**src/rtl/mps_pkg.sv**
```systemverilog
package mps_pkg;

  localparam int CTL_W = 4;

  typedef struct packed {
    logic [CTL_W-1:0] ctl;
    logic             cs_on;
    logic             tmr_on;
    logic             last;
  } pat_word_t;

  localparam int WORD_W = $bits(pat_word_t);

  typedef enum logic {
    ST_IDLE = 1'b0,
    ST_RUN  = 1'b1
  } seq_state_e;

endpackage

```
**src/rtl/mps_pattern_ram.sv**
```systemverilog
module mps_pattern_ram #(
  parameter int DEPTH  = 64,
  parameter int WIDTH  = 7,
  localparam int AW    = $clog2(DEPTH)
) (
  input  logic             clk,
  input  logic             wr_en,
  input  logic [AW-1:0]    wr_addr,
  input  logic [WIDTH-1:0] wr_data,
  input  logic [AW-1:0]    rd_addr,
  output logic [WIDTH-1:0] rd_data
);

  logic [WIDTH-1:0] mem_q [DEPTH];

  always_ff @(posedge clk) begin
    if (wr_en) begin
      mem_q[wr_addr] <= wr_data;
    end
  end

  always_comb begin
    rd_data = mem_q[rd_addr];
  end

endmodule

```
**src/rtl/mps_bank_timers.sv**
```systemverilog
module mps_bank_timers #(
  parameter int NUM_BANKS = 8,
  parameter int TMR_W     = 8,
  localparam int BANK_W   = $clog2(NUM_BANKS)
) (
  input  logic                 clk,
  input  logic                 rst_n,
  input  logic                 load_en,
  input  logic [BANK_W-1:0]    load_bank,
  input  logic [TMR_W-1:0]     period,
  output logic [NUM_BANKS-1:0] free
);

  logic [TMR_W-1:0] cnt_q [NUM_BANKS];
  logic [TMR_W-1:0] cnt_d [NUM_BANKS];

  for (genvar b = 0; b < NUM_BANKS; b++) begin : g_bank
    logic load_here;

    always_comb begin
      load_here = load_en && (load_bank == BANK_W'(b));
      if (load_here) begin
        cnt_d[b] = period;
      end else if (cnt_q[b] != '0) begin
        cnt_d[b] = cnt_q[b] - TMR_W'(1);
      end else begin
        cnt_d[b] = cnt_q[b];
      end
      free[b] = (cnt_q[b] <= TMR_W'(1));
    end

    always_ff @(posedge clk or negedge rst_n) begin
      if (!rst_n) begin
        cnt_q[b] <= '0;
      end else begin
        cnt_q[b] <= cnt_d[b];
      end
    end

    // Timer keeps counting down by one each cycle unless reloaded
    assert_countdown_R6: assert property (@(posedge clk) disable iff (!rst_n)
      (!load_here && cnt_q[b] != '0) |=> (cnt_q[b] == $past(cnt_q[b]) - TMR_W'(1)));

    // An idle timer stays idle until a load arrives
    assert_idle_stays_R8: assert property (@(posedge clk) disable iff (!rst_n)
      (!load_here && cnt_q[b] == '0) |=> (cnt_q[b] == '0));
  end

endmodule

```
**src/rtl/mps_cs_drive.sv**
```systemverilog
module mps_cs_drive #(
  parameter int NUM_BANKS = 8,
  localparam int BANK_W   = $clog2(NUM_BANKS)
) (
  input  logic                 show,
  input  logic                 cs_on,
  input  logic [BANK_W-1:0]    bank,
  input  logic [NUM_BANKS-1:0] own_map,
  output logic [NUM_BANKS-1:0] cs_n
);

  for (genvar b = 0; b < NUM_BANKS; b++) begin : g_cs
    always_comb begin
      cs_n[b] = !(show && cs_on && own_map[b] && (bank == BANK_W'(b)));
    end
  end

endmodule

```
**src/rtl/mem_pattern_seq.sv**
```systemverilog
module mem_pattern_seq
  import mps_pkg::*;
#(
  parameter int NUM_BANKS = 8,
  parameter int DEPTH     = 64,
  parameter int TMR_W     = 8,
  localparam int BANK_W   = $clog2(NUM_BANKS),
  localparam int AW       = $clog2(DEPTH)
) (
  input  logic                 clk,
  input  logic                 rst_n,
  input  logic                 req_valid,
  input  logic [BANK_W-1:0]    req_bank,
  input  logic [AW-1:0]        req_start,
  input  logic [NUM_BANKS-1:0] own_map,
  input  logic [TMR_W-1:0]     dis_period,
  input  logic                 wr_en,
  input  logic [AW-1:0]        wr_addr,
  input  logic [WORD_W-1:0]    wr_data,
  output logic [NUM_BANKS-1:0] cs_n,
  output logic [CTL_W-1:0]     ctl,
  output logic                 done
);

  seq_state_e          st_q, st_d;
  logic [AW-1:0]       pc_q, pc_d, rd_addr;
  pat_word_t           cur_q, cur_d, rd_word;
  logic [WORD_W-1:0]   rd_raw;
  logic [BANK_W-1:0]   bank_q, bank_d;
  logic                hold_q, hold_d;
  logic [NUM_BANKS-1:0] tmr_free;
  logic                accept, extend, show, tmr_load;

  function automatic logic [AW-1:0] step_addr(input logic [AW-1:0] a);
    if (a == AW'(DEPTH - 1)) begin
      return '0;
    end
    return a + AW'(1);
  endfunction

  mps_pattern_ram #(.DEPTH(DEPTH), .WIDTH(WORD_W)) u_ram (
    .clk     (clk),
    .wr_en   (wr_en),
    .wr_addr (wr_addr),
    .wr_data (wr_data),
    .rd_addr (rd_addr),
    .rd_data (rd_raw)
  );

  mps_bank_timers #(.NUM_BANKS(NUM_BANKS), .TMR_W(TMR_W)) u_timers (
    .clk       (clk),
    .rst_n     (rst_n),
    .load_en   (tmr_load),
    .load_bank (bank_q),
    .period    (dis_period),
    .free      (tmr_free)
  );

  mps_cs_drive #(.NUM_BANKS(NUM_BANKS)) u_cs (
    .show    (show),
    .cs_on   (cur_q.cs_on),
    .bank    (bank_q),
    .own_map (own_map),
    .cs_n    (cs_n)
  );

  always_comb begin
    rd_addr  = (st_q == ST_IDLE) ? req_start : pc_q;
    rd_word  = pat_word_t'(rd_raw);
    accept   = (st_q == ST_IDLE) && req_valid && tmr_free[req_bank];
    tmr_load = (st_q == ST_RUN) && cur_q.last && cur_q.tmr_on;
    extend   = (st_q == ST_IDLE) && hold_q && req_valid && (req_bank == bank_q);
    show     = (st_q == ST_RUN) || extend;
  end

  always_comb begin
    st_d   = st_q;
    pc_d   = pc_q;
    cur_d  = cur_q;
    bank_d = bank_q;
    hold_d = hold_q;
    unique case (st_q)
      ST_RUN: begin
        if (cur_q.last) begin
          st_d   = ST_IDLE;
          hold_d = cur_q.tmr_on && (dis_period != '0);
        end else begin
          cur_d = rd_word;
          pc_d  = step_addr(pc_q);
        end
      end
      default: begin
        if (accept) begin
          st_d   = ST_RUN;
          cur_d  = rd_word;
          pc_d   = step_addr(req_start);
          bank_d = req_bank;
          hold_d = 1'b0;
        end else if (hold_q && tmr_free[bank_q]) begin
          hold_d = 1'b0;
        end
      end
    endcase
  end

  always_ff @(posedge clk or negedge rst_n) begin
    if (!rst_n) begin
      st_q   <= ST_IDLE;
      pc_q   <= '0;
      cur_q  <= '0;
      bank_q <= '0;
      hold_q <= 1'b0;
    end else begin
      st_q   <= st_d;
      pc_q   <= pc_d;
      cur_q  <= cur_d;
      bank_q <= bank_d;
      hold_q <= hold_d;
    end
  end

  always_comb begin
    ctl  = show ? cur_q.ctl : '0;
    done = (st_q == ST_RUN) && cur_q.last;
  end

  // done never lasts two cycles
  assert_done_single_R5: assert property (@(posedge clk) disable iff (!rst_n)
    done |=> !done);

  // Quiet outputs when idle without a request
  assert_idle_quiet_R5: assert property (@(posedge clk) disable iff (!rst_n)
    (st_q == ST_IDLE && !req_valid) |-> (cs_n == '1 && !done));

  // At most one chip select low
  assert_cs_single_R3: assert property (@(posedge clk) disable iff (!rst_n)
    $onehot0(~cs_n));

  // Banks not owned are never driven
  assert_unowned_R4: assert property (@(posedge clk) disable iff (!rst_n)
    ((~cs_n) & ~own_map) == '0);

  // A pattern starts only on a bank whose timer allows it
  assert_accept_free_R10: assert property (@(posedge clk) disable iff (!rst_n)
    (st_q == ST_IDLE && st_d == ST_RUN) |-> tmr_free[req_bank]);

endmodule

```
**config.mk**
```make
export PLATFORM = sky130hd
export DESIGN_NAME = mem_pattern_seq
export DESIGN_NICKNAME = d
export VERILOG_FILES = /design/src/rtl/mps_pkg.sv /design/src/rtl/mps_pattern_ram.sv /design/src/rtl/mps_bank_timers.sv /design/src/rtl/mps_cs_drive.sv /design/src/rtl/mem_pattern_seq.sv
export SDC_FILE = /design/constraint.sdc
export NUM_CORES = 1
export LEC_CHECK = 0
export ABC_AREA = 1
export BUFFER_PORTS_ARGS = -buffer_cell sky130_fd_sc_hd__buf_4
export CORE_UTILIZATION = 60
export DETAILED_ROUTE_END_ITERATION = 8
export MAX_ROUTING_LAYER = met4
export PLACE_DENSITY = 0.77
export SLEW_MARGIN = 20
export SYNTH_ARGS = -nofsm -noshare
export SYNTH_HDL_FRONTEND = slang
export SYNTH_HIERARCHICAL = 1
export SYNTH_SLANG_ARGS = --single-unit
export TNS_END_PERCENT = 1
```
**constraint.sdc**
```tcl
create_clock -name clk -period 3.2 [get_ports clk]
set_input_delay 0.32 -clock clk [delete_from_list [all_inputs] [get_ports clk]]
set_output_delay 0.32 -clock clk [all_outputs]
set_load 0.02 [all_outputs]
```
==> metrics.cfg, run 1 <==
[status]
status=complete, no violations

[route]
vias_per_cell=5.92
routed_wl_um=61100
via_count=18400
drtPass1Iterations=7
antenna_left=0
drtIter0Drc=2058
avgRoutedWirePerCell_um=19.7
drc=0

[worst_setup_path]
path_max_fanout=116
r2r_start=st_q
r2r_slack_ps=280
worst-setup-path-type=flip-flop to flip-flop
crit_start=st_q
required_ps=3730
ff2ff_path_depth=14
end_kind=flip-flop
r2r_end=cur_q[3]
crit_path_start_kind=flip-flop
worstPathArrival_ps=3450

[cells_and_area]
area_growth_pct=11.2
stdcell_count=3109
fill_cells=2951
drive_above_1_share_pct=8.13
fin_nets=2600
diodes=0

[clock_network]
numCtsBuffers=53
post-cts-setup-buffers=0
cts-root-buf=clkbuf_16
cts.sinks=530
cts-htree-levels=2
cts_tree=done
clockBufferDepth=3
clk_pin_slew_ps=60
insertion_delay_ps=610

[synth]
synth_common_cells=798 x nand2_1, 461 x nand3_1, 448 x edfxtp_1
yosys_warnings=6
synth_top_area_share_pct=55.6
synth_seq_cells=530
yosys.area_share.simple_pct=26.5
ys_seq_area_share_pct=64.1
yosys.area_share.adder_pct=0.931
yosysUniqueCellTypes=36
synth_nets=2552
synth_top_family_by_area=simple AND/OR/NAND/NOR gates
yosysMostFrequentCell=nand2_1
yosys-top-cells-area=edfxtp_1 56%, nand2_1 12%, nand3_1 9.5%
netlist_area_mm2=0.0242
ys.flop_type=edfxtp_1
async_reset_ff_share_pct=15.5
synth_cells=2492
synth_enable_flop_cells=448
synth_compound_area_share_pct=3.17
muxShareOfSynthArea_pct=0
yosysTopAreaCell=edfxtp_1
synth-xor-area-share_pct=0.181
avgSynthCellArea_um2=9.71

[sta]
hold_viol=0
fmax_ghz=0.342
clock_skew_ps=38.9
post-route-period-util_pct=91.3
max-slew-margin-rel_pct=43.0
tns_ps=0
maxSlewViolCount=0
grt_setup_unrepaired=false
period_minus_slack_ps=2920
worstMarginPinSlew_ps=852
setup_viol=0

[grt]
grt_usage_pct=31.0
antenna_found_initial=0
grt_start_max_net_pins=117
gr-total-overflow=0
grt_pass1_vias=17500
grt_pass1_wl_um=95200

[placed_design]
hpwlAfterDp_um=37100
dp_cells=3009
gp_congestion=0.919
io_buffers=54

[pwr]
switching_share_pct=36.2
p_clk_share_pct=28.7
power-per-cell-area_mw_per_mm2=793
p_comb_share_pct=31.1
switchingPower_mw=7.72
seq_power_share_pct=40.2
ir_drop_uv=568
p_int_mw=13.6
p_leak_nw=10.9

[die]
dieArea_mm2=0.0411
initial_core_util_pct=60.9
die_h_um=203
rows=73
core_mm2=0.0397
fp.dieW_um=203
top_level_ports=55

[worst_hold_path]
holdPathEnd=pc_q[0]
holdCritPathClass=input port to flip-flop
hold_path_startpoint=req_start[0]
hold_depth=4

[flow_run]
drv_cap=0

## worst max path at each step
stage	end	cells after the start
after floorplan	cur_q[3]	19
after global placement	cur_q[3]	15
after detailed placement	cur_q[3]	15
after CTS	cur_q[3]	15
after global routing	cur_q[5]	15
final	cur_q[3]	14
## per-stage QoR
step	setup slack, ps	hold WS, ps	util, %	instance area (um2)	power [mW]
floorplan	1090	24.4	-	24200	13.3
global placement	405	350	63.3	25100	14.9
detailed placement	284	354	63.3	25100	15.2
CTS	262	42.2	67.7	26900	21.2
global route	86.6	76.0	67.7	26900	22.5
finish	279	54.5	67.7	26900	21.3
## cell usage in the layout, fill, tap and decap left out, types with 12 or more instances in the layout
| cell | Yosys | final |
|---|---|---|
| a21oi_1 | 21 | 21 |
| buf_4 | 22 | 97 |
| clkbuf_16 | 0 | 53 |
| clkinv_2 | 0 | 12 |
| dfrtp_1 | 82 | 82 |
| edfxtp_1 | 448 | 448 |
| ha_1 | 18 | 18 |
| inv_1 | 153 | 152 |
| nand2_1 | 798 | 798 |
| nand3_1 | 461 | 461 |
| nand4_1 | 14 | 14 |
| nor2_1 | 213 | 213 |
| o21ai_0 | 118 | 113 |
## critical path, stage by stage (launching register included)
cell     delay (ps)
dfrtp_1         500
inv_2           360
nand2_1         170
o21ai_4         160
buf_12          430
nand2_1         120
nand3_1         120
nand3_1         140
nand2_1         110
nand2_1          50
nand3_1         140
nand3_1         170
nand2_1         100
nand3_1          70
o21ai_0          80
## repair_timing
action	4_1_cts	5_1_grt
endpoints found under the setup margin	0	4
hold buffers	1	0
resized for setup	0	2
hold endpoints to repair	38	0
## layout make-up
cell class	instances	area [um2]	area share, %
sequential	530	15500	57.7
multi-input combinational	1688	7470	27.8
clock buffer	69	1440	5.34
timing repair buffer	108	921	3.43
tap	525	657	2.44
inverter	159	603	2.24
clock inverter	30	290	1.08
## state kept, by name, indices dropped and copies added, names as in the netlist
register and flops:
u_ram/mem_q 448, st_q 1, pc_q 6, u_timers/cnt_q 64, hold_q 1, cur_q 7
bank_q 3
## per-layer routing
metal	track usage, %	wire length, um	vias up
met1	40.0	23600	8694
met5	-	0	-
met4	13.3	2260	0
met3	5.17	5810	187
met2	48.7	29500	1013
li1	-	-	8526
## power groups by stage
stage	Combinational (mW)	Sequential, mW	Clock, mW
after floorplan	4.79	8.51	0
after global placement	6.25	8.66	0
after detailed placement	6.47	8.68	0
after CTS	6.52	8.55	6.17
after global routing	7.41	8.63	6.45
final	6.63	8.57	6.13
## cell families after synthesis
kind of cell / after synthesis
AOI/OAI and AO/OA: 149
xor gates and xnor gates: 5
adders and majority gates: 18
buffers and inverters: 274
DFF: 530
and+or+nand+nor: 1516
(Power assumes the default switching activity.)
==> run 2, diff against run 1 <==
- BUFFER_PORTS_ARGS: -buffer_cell sky130_fd_sc_hd__buf_4 -> default
- DONT_BUFFER_PORTS: default -> 1
- PLACE_DENSITY: 0.77 -> 0.76
==> run 2 against run 1 <==
  * Global-route usage decreased by 0.33 points
  * Critical path depth is 1 higher
  * Critical path type unchanged
  * Combinational power is 0.9% lower
  * Design area down 0.60%
  * First-iteration DRC count up 9.8%
  * Sequential share of layout area increased by 0.35 points
==> metrics.cfg, run 2 (same netlist as run 1, synthesis figures left out) <==
[status]
status=complete, no violations

[cells_and_area]
drive_above_1_share_pct=5.67
largest_registers=u_ram/mem_q (448), u_timers/cnt_q (64), cur_q (7)
fin_nets=2556
final_common_cell=nand2_1
diodes=0
area_growth_pct=10.5
largest_register_ffs=448
fin_util_pct=67.3
top_register=u_ram/mem_q
final_cell_mix=798 x nand2_1, 461 x nand3_1, 448 x edfxtp_1

[route]
highest_layer=met4
drtPass1Iterations=7
via_count=18200
wl_met2_um=28900
routed-wl-met3_um=5980
drt-met1-wl_um=23300
vias_per_cell=5.94
drtIter0Drc=2260
routed_wl_um=60300
antenna_left=0
drc=0
avgRoutedWirePerCell_um=19.7

[clock_network]
clk_pin_slew_ps=70
insertion_delay_ps=610
cts_tree=done
clockBufferDepth=3
numCtsBuffers=52
cts.sinks=530
cts-root-buf=clkbuf_16
post-cts-setup-buffers=0
cts-htree-levels=2
ctsResizeCount=0

[grt]
gr-total-overflow=0
grt_usage_pct=30.6
grt_pass1_vias=17200
grt_pass1_wl_um=94600
grt_start_max_net_pins=141
antenna_found_initial=0

[worst_setup_path]
ff2ff_path_depth=15
worstPathArrival_ps=3520
r2r_start=st_q
r2r_slack_ps=220
path_max_fanout=73
crit_path_start_kind=flip-flop
required_ps=3750
crit_start=st_q
r2r_end=cur_q[1]
end_kind=flip-flop
worst-setup-path-type=flip-flop to flip-flop

[pwr]
seq_power_share_pct=40.2
p_int_mw=13.6
power-per-cell-area_mw_per_mm2=795
switchingPower_mw=7.63
switching_share_pct=35.9
p_clk_share_pct=28.8
ir_drop_uv=530
p_leak_nw=10.7
p_comb_share_pct=30.9

[sta]
worstMarginPinSlew_ps=894
max-slew-margin-rel_pct=40.2
maxSlewViolCount=0
tns_ps=0
setup_viol=0
fmax_ghz=0.336
period_minus_slack_ps=2980
hold_viol=0
post-route-period-util_pct=93.0
clock_skew_ps=31.0
grt_setup_unrepaired=false
worst_slack_ps=223

[worst_hold_path]
hold_path_startpoint=dis_period[5]
hold_depth=6
holdPathEnd=u_timers/cnt_q[29]
holdCritPathClass=input port to flip-flop

[die]
initial_core_util_pct=60.9
die_h_um=203
top_level_ports=55
dieArea_mm2=0.0411
core_mm2=0.0397
fp.dieW_um=203
rows=73

[placed_design]
gp_congestion=0.916
io_buffers=0
place_ws_ps=255
hpwlAfterDp_um=35400

[flow_run]
drv_cap=0

## run 2: cell count changes in the layout (fill, tap and decap cells not counted), sizes merged
| cell | previous run | this run |
|---|---|---|
| bufinv | 4 | 6 |
| dlygate4sd3 | 1 | 14 |
| inv | 157 | 159 |
| clkbuf | 69 | 66 |
| buf | 107 | 51 |
| clkinvlp | 4 | 1 |
## run 2: repair_timing
action                                 4_1_cts  5_1_grt
endpoints found under the hold margin      576        0
hold buffers                                22        0
setup endpoints to repair                    0        1
## run 2: worst max path at each step
stage | cells after the start | to
after floorplan | 19 | cur_q[3]
final | 15 | cur_q[1]
after global routing | 15 | cur_q[6]
after CTS | 16 | cur_q[1]
after global placement | 16 | cur_q[6]
after detailed placement | 16 | cur_q[6]
## run 2: through the flow
step / instances / hold slack [ps] / total power [mW] / cell area, um2
final: 3064 / 37.9 / 21.2 / 26700
after CTS: 3065 / 15.4 / 21.2 / 26700
after floorplan: 2492 / 24.4 / 13.3 / 24200
after global routing: 3064 / 42.2 / 22.5 / 26700
after global placement: 2946 / 26.0 / 14.7 / 24700
after detailed placement: 2946 / 26.2 / 14.9 / 24700
## run 2: layer usage
layer  global-route usage (%)  vias up
met5                        -        -
met4                     11.9        0
met3                     5.02      155
met2                     48.2     1000
met1                     40.2     8611
li1                         -     8435
## run 2: critical path: stages (launching register included)
cell	delay, ps
dfrtp_1	520
inv_2	180
nand2_1	140
o21ai_4	110
inv_6	380
buf_12	370
nand2_1	90
nand3_1	110
nand3_1	160
nand2_1	110
nand2_1	50
nand3_1	80
nand3_1	230
nand2_1	130
nand3_1	100
o21ai_2	70
## run 2: area by class of cell
type | count | area, um2
Sequential cell | 530 | 15500
Fill cell | 2906 | 13000
Timing Repair Buffer | 65 | 771
Multi-Input combinational cell | 1688 | 7470
Tap cell | 525 | 657
Clock inverter | 31 | 352
Inverter | 159 | 603
Clock buffer | 66 | 1360
## run 2: power groups by stage
stage | Combinational [mW] | Clock (mW) | Sequential, mW
2_1_floorplan | 4.79 | 0 | 8.51
3_3_place_gp | 6.04 | 0 | 8.64
3_5_place_dp | 6.24 | 0 | 8.66
4_1_cts | 6.47 | 6.19 | 8.53
5_1_grt | 7.38 | 6.47 | 8.61
6_report | 6.57 | 6.13 | 8.55
